--- src/rtl/vfs_pkg.sv ---
package vfs_pkg;
  localparam int          FETCH_PER_LINE = 64;
  localparam int          SHOWN_COLS     = 40;
  localparam int          SHOWN_LINES    = 200;
  localparam int          FRAME_LINES    = 312;
  localparam int          ROW_LINES      = 8;
  localparam int          ADDR_W         = 16;
  localparam logic [15:0] TEXT_BASE      = 16'hBB80;
  localparam logic [15:0] BITMAP_BASE    = 16'hA000;
  localparam logic [15:0] VBL_BASE       = 16'hBFE0;
  localparam logic [15:0] ROM_START      = 16'hC000;

  typedef enum logic [1:0] {
    SRC_TEXT   = 2'd0,
    SRC_BITMAP = 2'd1,
    SRC_VBLANK = 2'd2
  } src_e;
endpackage

--- src/rtl/vfs_pos_ctr.sv ---
module vfs_pos_ctr #(
  parameter int FETCH_PER_LINE = 64,
  parameter int FRAME_LINES    = 312,
  parameter int ROW_LINES      = 8,
  localparam int COL_W  = $clog2(FETCH_PER_LINE),
  localparam int LINE_W = $clog2(FRAME_LINES),
  localparam int PH_W   = (ROW_LINES > 1) ? $clog2(ROW_LINES) : 1
) (
  input  logic              clk,
  input  logic              rst_n,
  input  logic              slot_en,
  output logic [COL_W-1:0]  col,
  output logic [LINE_W-1:0] line,
  output logic              line_end,
  output logic              row_end,
  output logic              frame_end
);
  localparam logic [COL_W-1:0]  LAST_COL  = COL_W'(FETCH_PER_LINE - 1);
  localparam logic [LINE_W-1:0] LAST_LINE = LINE_W'(FRAME_LINES - 1);
  localparam logic [PH_W-1:0]   LAST_PH   = PH_W'(ROW_LINES - 1);

  logic [PH_W-1:0] phase;

  function automatic logic [COL_W-1:0] col_next(logic [COL_W-1:0] c);
    return (c == LAST_COL) ? '0 : c + 1'b1;
  endfunction

  assign line_end  = slot_en && (col == LAST_COL);
  assign frame_end = line_end && (line == LAST_LINE);
  assign row_end   = line_end && (phase == LAST_PH);

  always_ff @(posedge clk or negedge rst_n) begin
    if (!rst_n) begin
      col   <= '0;
      line  <= '0;
      phase <= '0;
    end else if (slot_en) begin
      col <= col_next(col);
      if (line_end) begin
        line  <= frame_end ? '0 : line + 1'b1;
        phase <= (frame_end || row_end) ? '0 : phase + 1'b1;
      end
    end
  end
endmodule

--- src/rtl/vfs_base_trk.sv ---
module vfs_base_trk #(
  parameter int          ADDR_W      = 16,
  parameter int          STRIDE      = 40,
  parameter logic [15:0] TEXT_BASE   = 16'hBB80,
  parameter logic [15:0] BITMAP_BASE = 16'hA000,
  parameter logic [15:0] VBL_BASE    = 16'hBFE0
) (
  input  logic              clk,
  input  logic              rst_n,
  input  logic              line_end,
  input  logic              row_end,
  input  logic              frame_end,
  input  logic              last_shown,
  output logic [ADDR_W-1:0] text_base,
  output logic [ADDR_W-1:0] bitmap_base
);
  function automatic logic [ADDR_W-1:0] add_stride(logic [ADDR_W-1:0] b);
    return b + ADDR_W'(STRIDE);
  endfunction

  always_ff @(posedge clk or negedge rst_n) begin
    if (!rst_n) begin
      text_base   <= ADDR_W'(TEXT_BASE);
      bitmap_base <= ADDR_W'(BITMAP_BASE);
    end else if (line_end) begin
      if (frame_end)       text_base <= ADDR_W'(TEXT_BASE);
      else if (last_shown) text_base <= ADDR_W'(VBL_BASE);
      else if (row_end)    text_base <= add_stride(text_base);
      bitmap_base <= frame_end ? ADDR_W'(BITMAP_BASE) : add_stride(bitmap_base);
    end
  end
endmodule

--- src/rtl/vfs_addr_gen.sv ---
module vfs_addr_gen
  import vfs_pkg::*;
#(
  parameter int          ADDR_W      = 16,
  parameter int          COL_W       = 6,
  parameter int          LINE_W      = 9,
  parameter int          SHOWN_COLS  = 40,
  parameter int          SHOWN_LINES = 200,
  parameter logic [15:0] ROM_START   = 16'hC000
) (
  input  logic [COL_W-1:0]  col,
  input  logic [LINE_W-1:0] line,
  input  logic              gfx_mode,
  input  logic [ADDR_W-1:0] text_base,
  input  logic [ADDR_W-1:0] bitmap_base,
  output logic [ADDR_W-1:0] addr,
  output logic              display_valid,
  output logic              blank,
  output logic              rom_space,
  output logic              forced_text,
  output src_e              src
);
  always_comb begin
    forced_text = (line >= LINE_W'(SHOWN_LINES));
    if (forced_text)   src = SRC_VBLANK;
    else if (gfx_mode) src = SRC_BITMAP;
    else               src = SRC_TEXT;
    addr          = ((src == SRC_BITMAP) ? bitmap_base : text_base) + ADDR_W'(col);
    display_valid = !forced_text && (col < COL_W'(SHOWN_COLS));
    blank         = !display_valid;
    rom_space     = (addr >= ADDR_W'(ROM_START));
  end
endmodule

--- src/rtl/vid_fetch_seq.sv ---
module vid_fetch_seq
  import vfs_pkg::*;
(
  input  logic        clk,
  input  logic        rst_n,
  input  logic        slot_en,
  input  logic        gfx_mode,
  output logic [15:0] fetch_addr,
  output logic        display_valid,
  output logic        blank,
  output logic        rom_space,
  output logic [8:0]  line_cnt,
  output logic [5:0]  col_cnt
);
  localparam int COL_W  = $clog2(FETCH_PER_LINE);
  localparam int LINE_W = $clog2(FRAME_LINES);

  logic              line_end;
  logic              row_end;
  logic              frame_end;
  logic              last_shown;
  logic              forced_text;
  logic [ADDR_W-1:0] text_base;
  logic [ADDR_W-1:0] bitmap_base;
  src_e              fetch_src;

  vfs_pos_ctr #(
    .FETCH_PER_LINE(FETCH_PER_LINE),
    .FRAME_LINES   (FRAME_LINES),
    .ROW_LINES     (ROW_LINES)
  ) u_pos (
    .clk      (clk),
    .rst_n    (rst_n),
    .slot_en  (slot_en),
    .col      (col_cnt),
    .line     (line_cnt),
    .line_end (line_end),
    .row_end  (row_end),
    .frame_end(frame_end)
  );

  assign last_shown = (line_cnt == LINE_W'(SHOWN_LINES - 1));

  vfs_base_trk #(
    .ADDR_W     (ADDR_W),
    .STRIDE     (SHOWN_COLS),
    .TEXT_BASE  (TEXT_BASE),
    .BITMAP_BASE(BITMAP_BASE),
    .VBL_BASE   (VBL_BASE)
  ) u_base (
    .clk        (clk),
    .rst_n      (rst_n),
    .line_end   (line_end),
    .row_end    (row_end),
    .frame_end  (frame_end),
    .last_shown (last_shown),
    .text_base  (text_base),
    .bitmap_base(bitmap_base)
  );

  vfs_addr_gen #(
    .ADDR_W     (ADDR_W),
    .COL_W      (COL_W),
    .LINE_W     (LINE_W),
    .SHOWN_COLS (SHOWN_COLS),
    .SHOWN_LINES(SHOWN_LINES),
    .ROM_START  (ROM_START)
  ) u_addr (
    .col          (col_cnt),
    .line         (line_cnt),
    .gfx_mode     (gfx_mode),
    .text_base    (text_base),
    .bitmap_base  (bitmap_base),
    .addr         (fetch_addr),
    .display_valid(display_valid),
    .blank        (blank),
    .rom_space    (rom_space),
    .forced_text  (forced_text),
    .src          (fetch_src)
  );
endmodule

--- config.mk ---
export PLATFORM = sky130hd
export DESIGN_NAME = vid_fetch_seq
export DESIGN_NICKNAME = d
export VERILOG_FILES = /design/src/rtl/vfs_pkg.sv /design/src/rtl/vfs_pos_ctr.sv /design/src/rtl/vfs_base_trk.sv /design/src/rtl/vfs_addr_gen.sv /design/src/rtl/vid_fetch_seq.sv
export SDC_FILE = /design/constraint.sdc
export NUM_CORES = 1
export LEC_CHECK = 0
export ABC_AREA = 0
export ABC_CLOCK_PERIOD_IN_PS = 6000
export BUFFER_PORTS_ARGS = -buffer_cell sky130_fd_sc_hd__buf_2
export CORE_ASPECT_RATIO = 1.4
export CORE_MARGIN = 2
export CORE_UTILIZATION = 47
export DETAILED_ROUTE_END_ITERATION = 8
export HOLD_SLACK_MARGIN = 0.05
export PLACE_DENSITY = 0.67
export SLEW_MARGIN = 20
export SYNTH_ARGS = -nofsm -noshare
export SYNTH_HDL_FRONTEND = slang
export SYNTH_SLANG_ARGS = --single-unit
--- constraint.sdc ---
create_clock -name clk -period 6 [get_ports clk]
set_input_delay 1.2 -clock clk [delete_from_list [all_inputs] [get_ports clk]]
set_output_delay 1.2 -clock clk [all_outputs]
set_load 0.02 [all_outputs]
==> summary.md <==
| Metric | Value |
|---|---|
| Status | `complete, no violations` |
| Die Height | `just under 100 um` |
| Clock share of power | `a little under a quarter` |
| R2R setup slack | `between 3 and 4 ns` |
| Relative slew slack | `between 30% and 40%` |
| P&R area growth vs syn | `10.3%` |
| # IOs | `38` |
| Power density over the cells | `260 nW/um^2` |
| Detail Placement HPWL | `a little over 5000 um` |
| Setup TNS | `0 ns` |
| YS warnings | `0` |
| Sw Ratio | `approximately two fifths` |
| Clock Sinks | `44` |
| Netlist cell types | `roughly 50` |
| Vias per inst | `~5.6` |
| Synthesized netlist cell count | `~330` |
| Reg power frac | `between 40% and 50%` |
| CTS tree | `built` |
| Fill count | `~580` |
| Clock transition at the registers of the reported paths | `0.08 ns` |
| Mean Syn Cell Area | `roughly 8.9 sq um` |
| Area occupied by multi-input gates | `roughly 1700 sq um` |
| DR iter-0 viols | `between 100 and 150` |
| Worst Path Required | `about 4.8 ns` |
| Mapped Nets | `around 340` |
| Layout cell share with drive strength beyond 1 | `19.4%` |
| Synth Register Bits | `44` |
| Period utilization | `approximately 83%` |
| Antenna Cells | `0` |
| Post-Synth XOR/XNOR Area | `between 10% and 20%` |
| Slowest cell on the critical path | `o21ai_1` |
| Total setup violations reported at the end of the flow | `0` |
| Min-Delay Path Class | `reg2reg` |
| Top_reg_cell synth | `dfrtp_1` |
| Routed len/inst | `around 16 um` |
| Width of the die | `approximately 70 um` |
| Register area | `1110 sq um` |
| Pre-antenna DRT Iters | `4` |
| CTS resizes | `0` |
| GP Congestion | `roughly 0.9` |
| Fin. Hold Viols | `0` |
| Number of buffers created by CTS | `5` |
| Port Buf Inserts | `37` |
| Routed Antenna Nets | `0` |
| Crit path capture type | `output pin` |
| CP bufs+invs | `3` |
| Initial Utilization | `47.9%` |
| Initial antenna violation count | `0` |
| Largest family of logic cells by synthesized area | `simple AND/OR/NAND/NOR gates` |
| Static leakage | `~1.5 nW` |
| Startpoint types | `primary input` |
| GRT Total Usage | `between 20% and 30%` |
| Pins Over Slew Limit | `0` |
| Int Power | `around 0.52 mW` |
| Kind of critical path | `in2out` |
| Post-route insts no fill | `roughly 430` |
| Total number of vias | `about 2400` |
| Max Fclk | `between 200 and 250 MHz` |
| Hold_buf cts | `0` |
| Max_cap viols | `0` |
| RSZ-0062 raised after global routing | `false` |
| Post-synthesis adder-cell area fraction | `roughly 4.7%` |
| Vias in the first global route | `around 2400` |
| CP max FO | `15` |
| First-pass GRT wire length | `around 11000 um` |
| Peak supply drop | `0.247 mV` |
| Max clock buf depth | `2` |
| Post-Syn Area | `2930 sq um` |
| Async set-reset flop share out of synthesis | `between 90% and 100%` |
| Hold WS | `0.482 ns` |
| Final Cell Area | `3240 sq um` |
| Core Box Area | `6130 sq um` |
| Mux cell area share after synthesis | `5.37%` |
| P_sw | `roughly 0.33 mW` |
| Clk_skew | `~0.0099 ns` |
| Combinational share of power | `about a third` |
| Actual slew at the worst max-slew pin | `1.04 ns` |
| Grt ovf | `0` |
| Simple-Gate Fraction of Synth Area | `23.7%` |
| Sequential share of the synthesized area | `between 30 and 40%` |
| # Post-CTS Setup Buffers | `0` |
| Clock root buffer master | `clkbuf_8` |
| Largest net degree at the start of global routing | `45` |
| Worst-Skew Late Latency | `approximately 0.3 ns` |
| Critical Path Max Stage Delay | `about 0.40 ns` |
| CP Cell Sequence | `buf_2 > nor2b_1 > nand2_1 > buf_4 > mux2_2 > ha_1 > nand2_1 > o21ai_1 > o221ai_1 > xor2_1 > and2_1 > buf_2` |
| Placed Instances | `approximately 430` |
| Die Area | `roughly 6900 sq um` |
| Placed Area | `approximately 3100 sq um` |
| WP data arrival | `approximately 3.8 ns` |
| Final #Nets | `between 300 and 400` |
| Htree depth | `2` |
| Top delay family on crit path | `compound AO/OA/AOI/OAI gates` |
| Row count | `34` |
| EDFF count, synth | `0` |
| Compound-Gate Fraction of Synth Area | `13.0%` |
| Final WL | `a little under 7000 um` |
| Min cycle time layout | `4.97 ns` |
| DRC Markers | `0` |
routing by layer:
layer	routed length, um	share of wire [%]	vias to the layer above	GRT usage, %
met4	95	1.4	0	6.53
li1	-	-	1219	-
met5	0	0	-	0
met3	270	4.0	9	3.53
met1	3070	45	1141	26.6
met2	3340	49	63	34.7
cell families after synthesis:
logic type / after synthesis
other: 1
DFF: 44
muxes: 15
xor gates and xnor gates: 38
AOI/OAI and AO/OA: 59
buffers and inverters: 23
adders and majority gates: 11
and+or+nand+nor: 138
power by group through the flow:
stage          logic (mW)  registers [mW]  clock network [mW]
6_report            0.277           0.376               0.190
5_1_grt             0.304           0.382               0.212
2_1_floorplan       0.169           0.400                   0
3_3_place_gp        0.272           0.381                   0
4_1_cts             0.279           0.375               0.196
3_5_place_dp        0.277           0.381                   0
layout make-up:
class	count	area share [%]
Inverter	8	0.928
Timing Repair Buffer	39	6.26
Tap cell	72	2.78
Clock inverter	2	0.309
Multi-Input combinational cell	262	52.8
Sequential cell	44	34.4
Clock buffer	6	2.55
through the flow:
step / total power, mW / util [%] / worst slack [ns]
2_1_floorplan: 0.569 / - / 0.976
3_3_place_gp: 0.652 / 51.3 / 1.12
3_5_place_dp: 0.658 / 51.3 / 1.04
4_1_cts: 0.850 / 52.8 / 1.02
5_1_grt: 0.898 / 52.8 / 0.795
6_report: 0.843 / 52.8 / 1.03
flip-flops by register name, indices dropped and copies added (netlist names):
name / count
u_pos.phase: 3
u_pos.line: 9
u_pos.col: 6
u_base.bitmap_base: 13
u_base.text_base: 13
worst min-delay path: stages (launching register included):
cell and delay [ns]:
dfrtp_1 0.36, nand2_1 0.05, nand2_1 0.05
synth_stat cells (all sizes together), types with 8 or more instances:
master  instances  area [sq um]
nand3          15          75.1
dfstp           9           236
xor2           23           201
nor4           10          62.6
nand2          41           154
mux2i           9          90.1
o21ai          20           100
a21oi          19          98.9
buf             9          60.1
ha             11           138
xnor2          15           131
inv             8          30.0
nor2           31           119
dfrtp          35           876
final timing paths:
kind	start	to	cells past startpoint
max reg2reg	u_pos.col[0]	u_base.text_base[3]	6
min	u_pos.phase[2]	u_pos.phase[2]	2
max	gfx_mode	rom_space	12
min in group asynchronous	rst_n	u_base.text_base[14]	1
min reg2reg	u_pos.phase[2]	u_pos.phase[2]	2
max in group asynchronous	rst_n	u_base.bitmap_base[15]	1
cell usage in the layout, fill, tap and decap left out, types with 11 or more instances in the layout:
cell type | Yosys | final
dfrtp_1 | 35 | 35
xnor2_1 | 15 | 15
o21ai_0 | 18 | 18
nor2_1 | 30 | 30
xor2_1 | 23 | 23
nand2_1 | 41 | 41
nand3_1 | 15 | 15
buf_2 | 6 | 36
a21oi_1 | 18 | 18
ha_1 | 11 | 11
Power figures use the tool's default switching activity.
